===== config.mk =====
export PLATFORM = sky130hd
export DESIGN_NAME = serial_dac_rx
export DESIGN_NICKNAME = d
export VERILOG_FILES = /design/src/rtl/serial_dac_rx.sv
export SDC_FILE = /design/constraint.sdc
export NUM_CORES = 1
export LEC_CHECK = 0
export BUFFER_PORTS_ARGS = -buffer_cell sky130_fd_sc_hd__buf_2
export CORE_ASPECT_RATIO = 0.8
export CORE_MARGIN = 2
export CORE_UTILIZATION = 60
export CTS_BUF_LIST = sky130_fd_sc_hd__clkbuf_16
export CTS_CLUSTER_SIZE = 40
export DETAILED_ROUTE_END_ITERATION = 7
export PLACE_DENSITY = 0.89
export SLEW_MARGIN = 20
export SYNTH_ARGS = -nofsm -noshare
export SYNTH_HDL_FRONTEND = slang
export SYNTH_SLANG_ARGS = --single-unit

===== constraint.sdc =====
create_clock -name clk -period 3.1 [get_ports clk]
set_input_delay 0.155 -clock clk [delete_from_list [all_inputs] [get_ports clk]]
set_output_delay 0.155 -clock clk [all_outputs]
set_load 0.02 [all_outputs]

===== src/rtl/serial_dac_rx.sv =====
module serial_dac_rx #(
  parameter int WORD_W      = 18,
  parameter int SYNC_STAGES = 2
) (
  input  logic              clk,
  input  logic              rst_n,
  input  logic              bclk_in,
  input  logic              dat_l_in,
  input  logic              dat_r_in,
  input  logic              lat_l_in,
  input  logic              lat_r_in,
  output logic [WORD_W-1:0] word_l,
  output logic              upd_l,
  output logic [WORD_W-1:0] word_r,
  output logic              upd_r
);
  localparam int NPIN = 5;
  localparam int P_BCK = 0;
  localparam int P_DL  = 1;
  localparam int P_DR  = 2;
  localparam int P_LL  = 3;
  localparam int P_LR  = 4;

  logic [NPIN-1:0] raw, sy, prv;
  logic [NPIN-1:0] stg [SYNC_STAGES];

  assign raw = {lat_r_in, lat_l_in, dat_r_in, dat_l_in, bclk_in};

  genvar g;
  generate
    for (g = 0; g < SYNC_STAGES; g++) begin : g_sync
      if (g == 0) begin : g_first
        always_ff @(posedge clk or negedge rst_n)
          if (!rst_n) stg[g] <= '0;
          else        stg[g] <= raw;
      end else begin : g_next
        always_ff @(posedge clk or negedge rst_n)
          if (!rst_n) stg[g] <= '0;
          else        stg[g] <= stg[g-1];
      end
    end
  endgenerate

  assign sy = stg[SYNC_STAGES-1];

  always_ff @(posedge clk or negedge rst_n)
    if (!rst_n) prv <= '0;
    else        prv <= sy;

  logic bit_rise, fall_l, fall_r;
  assign bit_rise = sy[P_BCK] & ~prv[P_BCK];
  assign fall_l   = prv[P_LL] & ~sy[P_LL];
  assign fall_r   = prv[P_LR] & ~sy[P_LR];

  logic [WORD_W-1:0] sh_l, sh_r, sh_l_nx, sh_r_nx;
  assign sh_l_nx = bit_rise ? {sh_l[WORD_W-2:0], sy[P_DL]} : sh_l;
  assign sh_r_nx = bit_rise ? {sh_r[WORD_W-2:0], sy[P_DR]} : sh_r;

  always_ff @(posedge clk or negedge rst_n)
    if (!rst_n) begin
      sh_l <= '0;
      sh_r <= '0;
    end else begin
      sh_l <= sh_l_nx;
      sh_r <= sh_r_nx;
    end

  always_ff @(posedge clk or negedge rst_n)
    if (!rst_n) begin
      word_l <= '0;
      upd_l  <= 1'b0;
    end else begin
      upd_l <= fall_l;
      if (fall_l) word_l <= sh_l_nx;
    end

  always_ff @(posedge clk or negedge rst_n)
    if (!rst_n) begin
      word_r <= '0;
      upd_r  <= 1'b0;
    end else begin
      upd_r <= fall_r;
      if (fall_r) word_r <= sh_r_nx;
    end
endmodule


==> results.yml, run 1 <==
sta:
  worst_pin_slew_ps: 756.5
  finalSetupTns_ps: 0
  setup_slack_ps: 1510
  final_setup_violation_count: 0
  hold_viol: 0
  grt_setup_unrepaired: "no"
  slew_headroom_pct: 49.56
  final.setup_skew_ps: 6.213
  fraction_of_the_cycle_the_final_worst_path_needs_pct: 51.30
  slew_viol_final: 0
  fmaxAchievable_mhz: 628.9
  finalCriticalPeriod_ps: 1590
  final_worst_hold_slack_ps: 347.4
clocking:
  h-tree-depth: 3
  max_root_sink_buffers: 2
  clock-sinks: 87
  tritoncts_buffer_count: 9
  postcts_resize_cnt: 0
  cts.reportedPaths.clkPinSlew_ps: 60
  quantity_of_hold_fixing_buffers_added_after_cts: 5
  clk-insertion-delay-late_ps: 330
  cts_setup_buffers: 0
  clock-root-buffer: "sky130_fd_sc_hd__clkbuf_16"
  cts_tree: "built"
floorplan:
  initial_utilization_pct: 61.83
  row_count: 24
  die_h_um: 70.76
  die_w_um: 87.44
  floorplan.die_area_mm2: 0.006187
  core_area_mm2: 0.005405
  floorplan.io_pins: 45
critical_path:
  buf_inv_stages_crit_path: 1
  cp_slowest_stage_delay_ps: 390
  timing.critical_path.required_ps: 3320
  rr_endpoint: "word_l[17]"
  ff2ff_setup_slack_ps: 1510
  end_kind: "flip-flop"
  timing.critical_path.to: "word_l[17]"
  path_depth: 4
  critPathArrivalTime_ps: 1810
  cp_max_fo: 18
  r2r_start: "prv[0]"
  worst_path_dominant_cell_family: "multiplexers"
  worst_setup_path_start_kind: "flip-flop"
  worst_setup_path_startpoint: "prv[0]"
  critPathKind: "flip-flop to flip-flop"
  cpMostUsedCell: "sky130_fd_sc_hd__mux2_2"
  crit_path_top_delay_cell: "sky130_fd_sc_hd__dfrtp_1"
  timing.critical_path.cells: "nor2b_4 > buf_4 > mux2_2 > mux2_2"
  worst_r2r_path_depth: 4
yosys:
  cell_variety_after_synth: 8
  ffs_latches_synth: 87
  synth.avg_cell_area_um2: 19.66
  synthesis.area_mm2: 0.003342
  synth.top_cell.area_share_pct: 65.14
  yosys_warnings: 0
  netlist_top_cells_area: "sky130_fd_sc_hd__dfrtp_1 (65%), sky130_fd_sc_hd__mux2_4 (27%), sky130_fd_sc_hd__mux2_2 (4.0%)"
  synthesized_netlist_net_count: 177
  synthesis.instances: 170
  synth_top_area_cell: "sky130_fd_sc_hd__dfrtp_1"
  synth_seq_area_share_pct: 65.14
place:
  place_congestion: 0.6975
  place_ws_ps: 1517
  post-dp-hpwl_um: 3105
  numPortBuffers: 44
min_path:
  hp-class: "flip-flop to flip-flop"
finish:
  finish.utilization_pct: 72.22
  final_nets: 234
  num-fill-cells: 338
  multiInputGateArea_mm2: 0.001062
  regArea_mm2: 0.002177
  antenna-diode-count: 0
  synthesis_to_layout_area_growth_pct: 16.81
  drive_gt1_share_pct: 58.62
grt:
  gr-total-overflow: 0
  wire_length_of_the_first_global_routing_pass_um: 8452
  grt_max_degree: 88
  grt_antenna_before_repair: 0
  groute.usage.overall_pct: 18.44
  grt_pass1_vias: 1632
drt:
  num_vias: 1520
  drc: 0
  wirelength_um: 5047
  drtIter0Drc: 77
  final_antenna_net_count: 0
  vias_per_cell: 5.118
  detail_route.first_pass.iterations: 4
  routedWlPerCell_um: 16.99
power:
  vdd.ir_drop.worst_uv: 568.7
  p_leak_nw: 1.974
  power_per_cell_area_mw_per_mm2: 976.4
run_status:
  status: "completed"
job:
  max_cap_violations: 0
sequential cells by signal, summed over array words and instances (netlist names):
| register | count |
|---|---|
| prv | 3 |
| sh_l | 18 |
| sh_r | 18 |
| stg | 5 |
| sy | 5 |
| upd_l | 1 |
| upd_r | 1 |
| word_l | 18 |
| word_r | 18 |
worst reg2reg max path, delay by kind of cell (launching register included):
kind | cells | cell delay, ps
buffers and inverters | 1 | 300
AND/OR/NAND/NOR | 1 | 110
multiplexers | 2 | 670
flip-flops | 1 | 390
area by class of cell:
cell class | count | share of cell area [%]
flip-flops and latches | 87 | 55.77
multi-input cells | 75 | 27.21
repair buffers | 52 | 7.724
clock buffers | 9 | 5.769
well taps | 65 | 2.083
clock inverters | 7 | 1.250
inverters | 2 | 0.1923
Yosys cell counts:
cell	n
sky130_fd_sc_hd__dfrtp_1	87
sky130_fd_sc_hd__mux2_4	60
sky130_fd_sc_hd__mux2_2	12
sky130_fd_sc_hd__buf_12	4
sky130_fd_sc_hd__buf_4	2
sky130_fd_sc_hd__inv_2	2
sky130_fd_sc_hd__nand2b_1	2
sky130_fd_sc_hd__nor2b_4	1
through the flow:
stage | instances | power, W | instance area [um^2]
2_1_floorplan | 170 | 0.002525 | 3342
3_3_place_gp | 275 | 0.002803 | 3566
3_5_place_dp | 275 | 0.002853 | 3566
4_1_cts | 296 | 0.003851 | 3890
5_1_grt | 297 | 0.004006 | 3904
6_report | 297 | 0.003811 | 3904
cells in the final DEF, fill, tap and decap left out:
master and count:
sky130_fd_sc_hd__buf_2 43, sky130_fd_sc_hd__mux2_2 12, sky130_fd_sc_hd__nand2b_1 2, sky130_fd_sc_hd__dlygate4sd3_1 6, sky130_fd_sc_hd__clkinvlp_4 3, sky130_fd_sc_hd__clkinv_2 1, sky130_fd_sc_hd__mux2_4 60, sky130_fd_sc_hd__clkbuf_16 9
sky130_fd_sc_hd__buf_4 2, sky130_fd_sc_hd__dfrtp_1 87, sky130_fd_sc_hd__clkinv_1 1, sky130_fd_sc_hd__clkinv_4 1, sky130_fd_sc_hd__buf_6 1, sky130_fd_sc_hd__inv_6 1, sky130_fd_sc_hd__nor2b_4 1, sky130_fd_sc_hd__inv_2 2
cells by family (layout without fill, tap and decap cells):
kind of cell | count (synthesis) | count (layout) | synth area share, %
flip-flops | 87 | 87 | 65.14
multiplexers | 72 | 72 | 31.00
buffers and inverters | 8 | 70 | 3.070
AND/OR/NAND/NOR | 3 | 3 | 0.7861
metal layers:
layer | wire, um | vias to the layer above | global-route usage (%)
li1 | - | 702 | -
met1 | 2393 | 779 | 26.50
met2 | 2391 | 30 | 26.26
met3 | 162 | 9 | 5.951
met4 | 99 | 0 | 7.692
met5 | 0 | - | 0
power by group:
| part | internal [W] | switching [W] | total (W) | leakage, nW |
|---|---|---|---|---|
| clock network | 0.000542 | 0.000434 | 0.000975 | 0.125 |
| registers | 0.00151 | 0.000208 | 0.00172 | 1.09 |
| logic | 0.000618 | 0.000503 | 0.00112 | 0.759 |
how the worst min path moves through the flow:
stage	startpoint	endpoint	slack [ps]	cells past startpoint
6_report	stg[5]	sy[0]	350	0
5_1_grt	stg[5]	sy[0]	360	0
4_1_cts	rst_n	sh_r[9]	50	1
3_5_place_dp	dat_l_in	stg[6]	260	1
3_3_place_gp	lat_l_in	stg[8]	260	1
2_1_floorplan	rst_n	prv[0]	-140	0
No activity file was read; power rests on OpenSTA's default activity.
==> run 2: changes to the inputs <==
- CORE_UTILIZATION: 60 -> 51
- PLACE_DENSITY: 0.89 -> 0.81
- clock period: 3.1 -> 1.45 ns (I/O delays scaled with it)
==> results.yml, run 2 (synthesis results as in run 1) <==
run_status:
  status: "finished with violations"
  violations: "setup timing"
power:
  p_leak_nw: 2.122
  net-switching-power_w: 0.002440
  power_per_cell_area_mw_per_mm2: 2004
  switching_share_pct: 29.01
  p_seq_share_pct: 43.7
  power.clock.fraction_pct: 26.1
  vdd.ir_drop.worst_uv: 853.6
  comb_power_share_pct: 30.2
  internal-power_w: 0.005973
  totalPowerFinal_w: 0.008413
drt:
  vias_per_cell: 4.842
  num_vias: 1593
  drc: 0
  detail_route.first_pass.iterations: 4
  drtIter0Drc: 40
  routedWlPerCell_um: 16.83
  final_antenna_net_count: 0
  wirelength_um: 5536
sta:
  fmaxAchievable_mhz: 657.1
  worst_pin_slew_ps: 450.3
  slew_headroom_pct: 69.98
  finalCriticalPeriod_ps: 1522
  final_setup_violation_count: 36
  setup_slack_ps: -71.91
  slew_viol_final: 0
  finalSetupTns_ps: -1672
  grt_setup_unrepaired: "yes"
  hold_viol: 0
  fraction_of_the_cycle_the_final_worst_path_needs_pct: 105.0
  final.setup_skew_ps: 6.656
floorplan:
  floorplan.die_area_mm2: 0.007221
  die_h_um: 76.41
  row_count: 26
  core_area_mm2: 0.006376
  floorplan.io_pins: 45
  initial_utilization_pct: 52.41
  die_w_um: 94.51
grt:
  grt_antenna_before_repair: 0
  grt_pass1_vias: 1727
  groute.usage.overall_pct: 17.09
  gr-total-overflow: 0
  wire_length_of_the_first_global_routing_pass_um: 9204
  grt_max_degree: 35
min_path:
  hp-class: "input pin to asynchronous set/reset pin"
critical_path:
  end_kind: "flip-flop"
  cpMostUsedCell: "sky130_fd_sc_hd__mux2_4"
  cp_max_fo: 5
  worst_path_dominant_cell_family: "multiplexers"
  buf_inv_stages_crit_path: 2
  crit_path_top_delay_cell: "sky130_fd_sc_hd__dfrtp_1"
  cp_slowest_stage_delay_ps: 400
  critPathArrivalTime_ps: 1730
  critPathKind: "flip-flop to flip-flop"
  timing.critical_path.required_ps: 1660
  worst_setup_path_start_kind: "flip-flop"
  worst_setup_path_startpoint: "prv[0]"
  r2r_start: "prv[0]"
  timing.critical_path.cells: "nor2b_4 > buf_4 > clkbuf_16 > mux2_4 > mux2_4"
clocking:
  cts_tree: "built"
  tritoncts_buffer_count: 9
  clock-root-buffer: "sky130_fd_sc_hd__clkbuf_16"
  clk-insertion-delay-late_ps: 330
  h-tree-depth: 3
  clock-sinks: 87
  max_root_sink_buffers: 2
  cts.reportedPaths.clkPinSlew_ps: 60
finish:
  drive_gt1_share_pct: 60.41
  final_nets: 247
  synthesis_to_layout_area_growth_pct: 25.65
  num-fill-cells: 442
  final_area_mm2: 0.004199
  final_common_cell: "sky130_fd_sc_hd__dfrtp_1"
  mostFrequentLayoutCells: "sky130_fd_sc_hd__dfrtp_1 (87), sky130_fd_sc_hd__mux2_4 (72), sky130_fd_sc_hd__buf_2 (43), sky130_fd_sc_hd__clkbuf_16 (11)"
  antenna-diode-count: 0
place:
  post-dp-hpwl_um: 3309
  detailed_place.area_mm2: 0.003697
  numPortBuffers: 44
  place_congestion: 0.6872
job:
  max_cap_violations: 0
==> run 2: changes by cell type in the layout (fill, tap and decap cells not counted) <==
cell                         previous run  this run
sky130_fd_sc_hd__buf_4                  2         6
sky130_fd_sc_hd__clkinvlp_4             3         1
sky130_fd_sc_hd__bufinv_16              0         1
sky130_fd_sc_hd__mux2_2                12         0
sky130_fd_sc_hd__mux2_4                60        72
sky130_fd_sc_hd__buf_6                  1         2
sky130_fd_sc_hd__clkbuf_16              9        11
sky130_fd_sc_hd__clkinv_1               1         2
sky130_fd_sc_hd__clkinv_2               1         2
sky130_fd_sc_hd__buf_12                 0         6
sky130_fd_sc_hd__inv_6                  1         0
==> run 2: power by group through the flow <==
stage	clock network (W)	logic [W]	registers, W
after floorplan	0	0.00130	0.00410
after global placement	0	0.00238	0.00366
after detailed placement	0	0.00244	0.00369
after CTS	0.00224	0.00251	0.00368
after global routing	0.00236	0.00272	0.00377
final	0.00220	0.00254	0.00368
==> run 2: stage by stage <==
stage	util (%)	std cells	setup WS [ps]	hold WS [ps]
after CTS	64.17	322	-48.98	245.4
after floorplan	-	170	9.075	-223.1
after global placement	57.99	300	-26.19	49.70
final	65.86	329	-71.91	247.0
after detailed placement	57.99	300	-70.11	53.24
after global routing	65.86	329	-110.1	283.3
==> run 2: repair_timing <==
action | CTS | global route
endpoints found under the hold margin | 35 | 0
hold buffers | 6 | 0
buffers inserted | 0 | 3
cloned | 0 | 4
gates resized for setup | 12 | 0
endpoints found under the setup margin | 36 | 36
==> run 2: routing by layer <==
metal  up-vias  routed length (um)  track usage [%]
li1        729                   -                -
met5         -                   0                0
met4         0                  72            6.087
met1       827                2721            25.00
met3         8                 199            5.935
met2        29                2542            23.79
==> run 2: worst paths after layout <==
check / endpoint / slack (ps) / cells after the start
hold reg to reg: sy[1] / 350 / 0
max in group asynchronous: word_l[15] / 630 / 3
setup reg to reg: word_l[10] / -70 / 5
setup / recovery: word_l[10] / -70 / 5
min in group clk: sy[1] / 350 / 0
hold / removal: word_r[13] / 250 / 2
==> run 2: worst register-to-register path, delay by kind of cell, from the launching register on <==
family                 cells  cell delay [ps]
multiplexers               2              570
AND/OR/NAND/NOR            1              150
buffers and inverters      2              300
flip-flops                 1              400
==> run 2: layout make-up <==
cell class	count	area, um^2	area share, %
clock inverters	7	63.81	1.520
flip-flops and latches	87	2177	51.85
multi-input cells	75	1107	26.37
inverters	2	7.507	0.1788
repair buffers	65	513.0	12.22
well taps	84	105.1	2.503
clock buffers	9	225.2	5.364
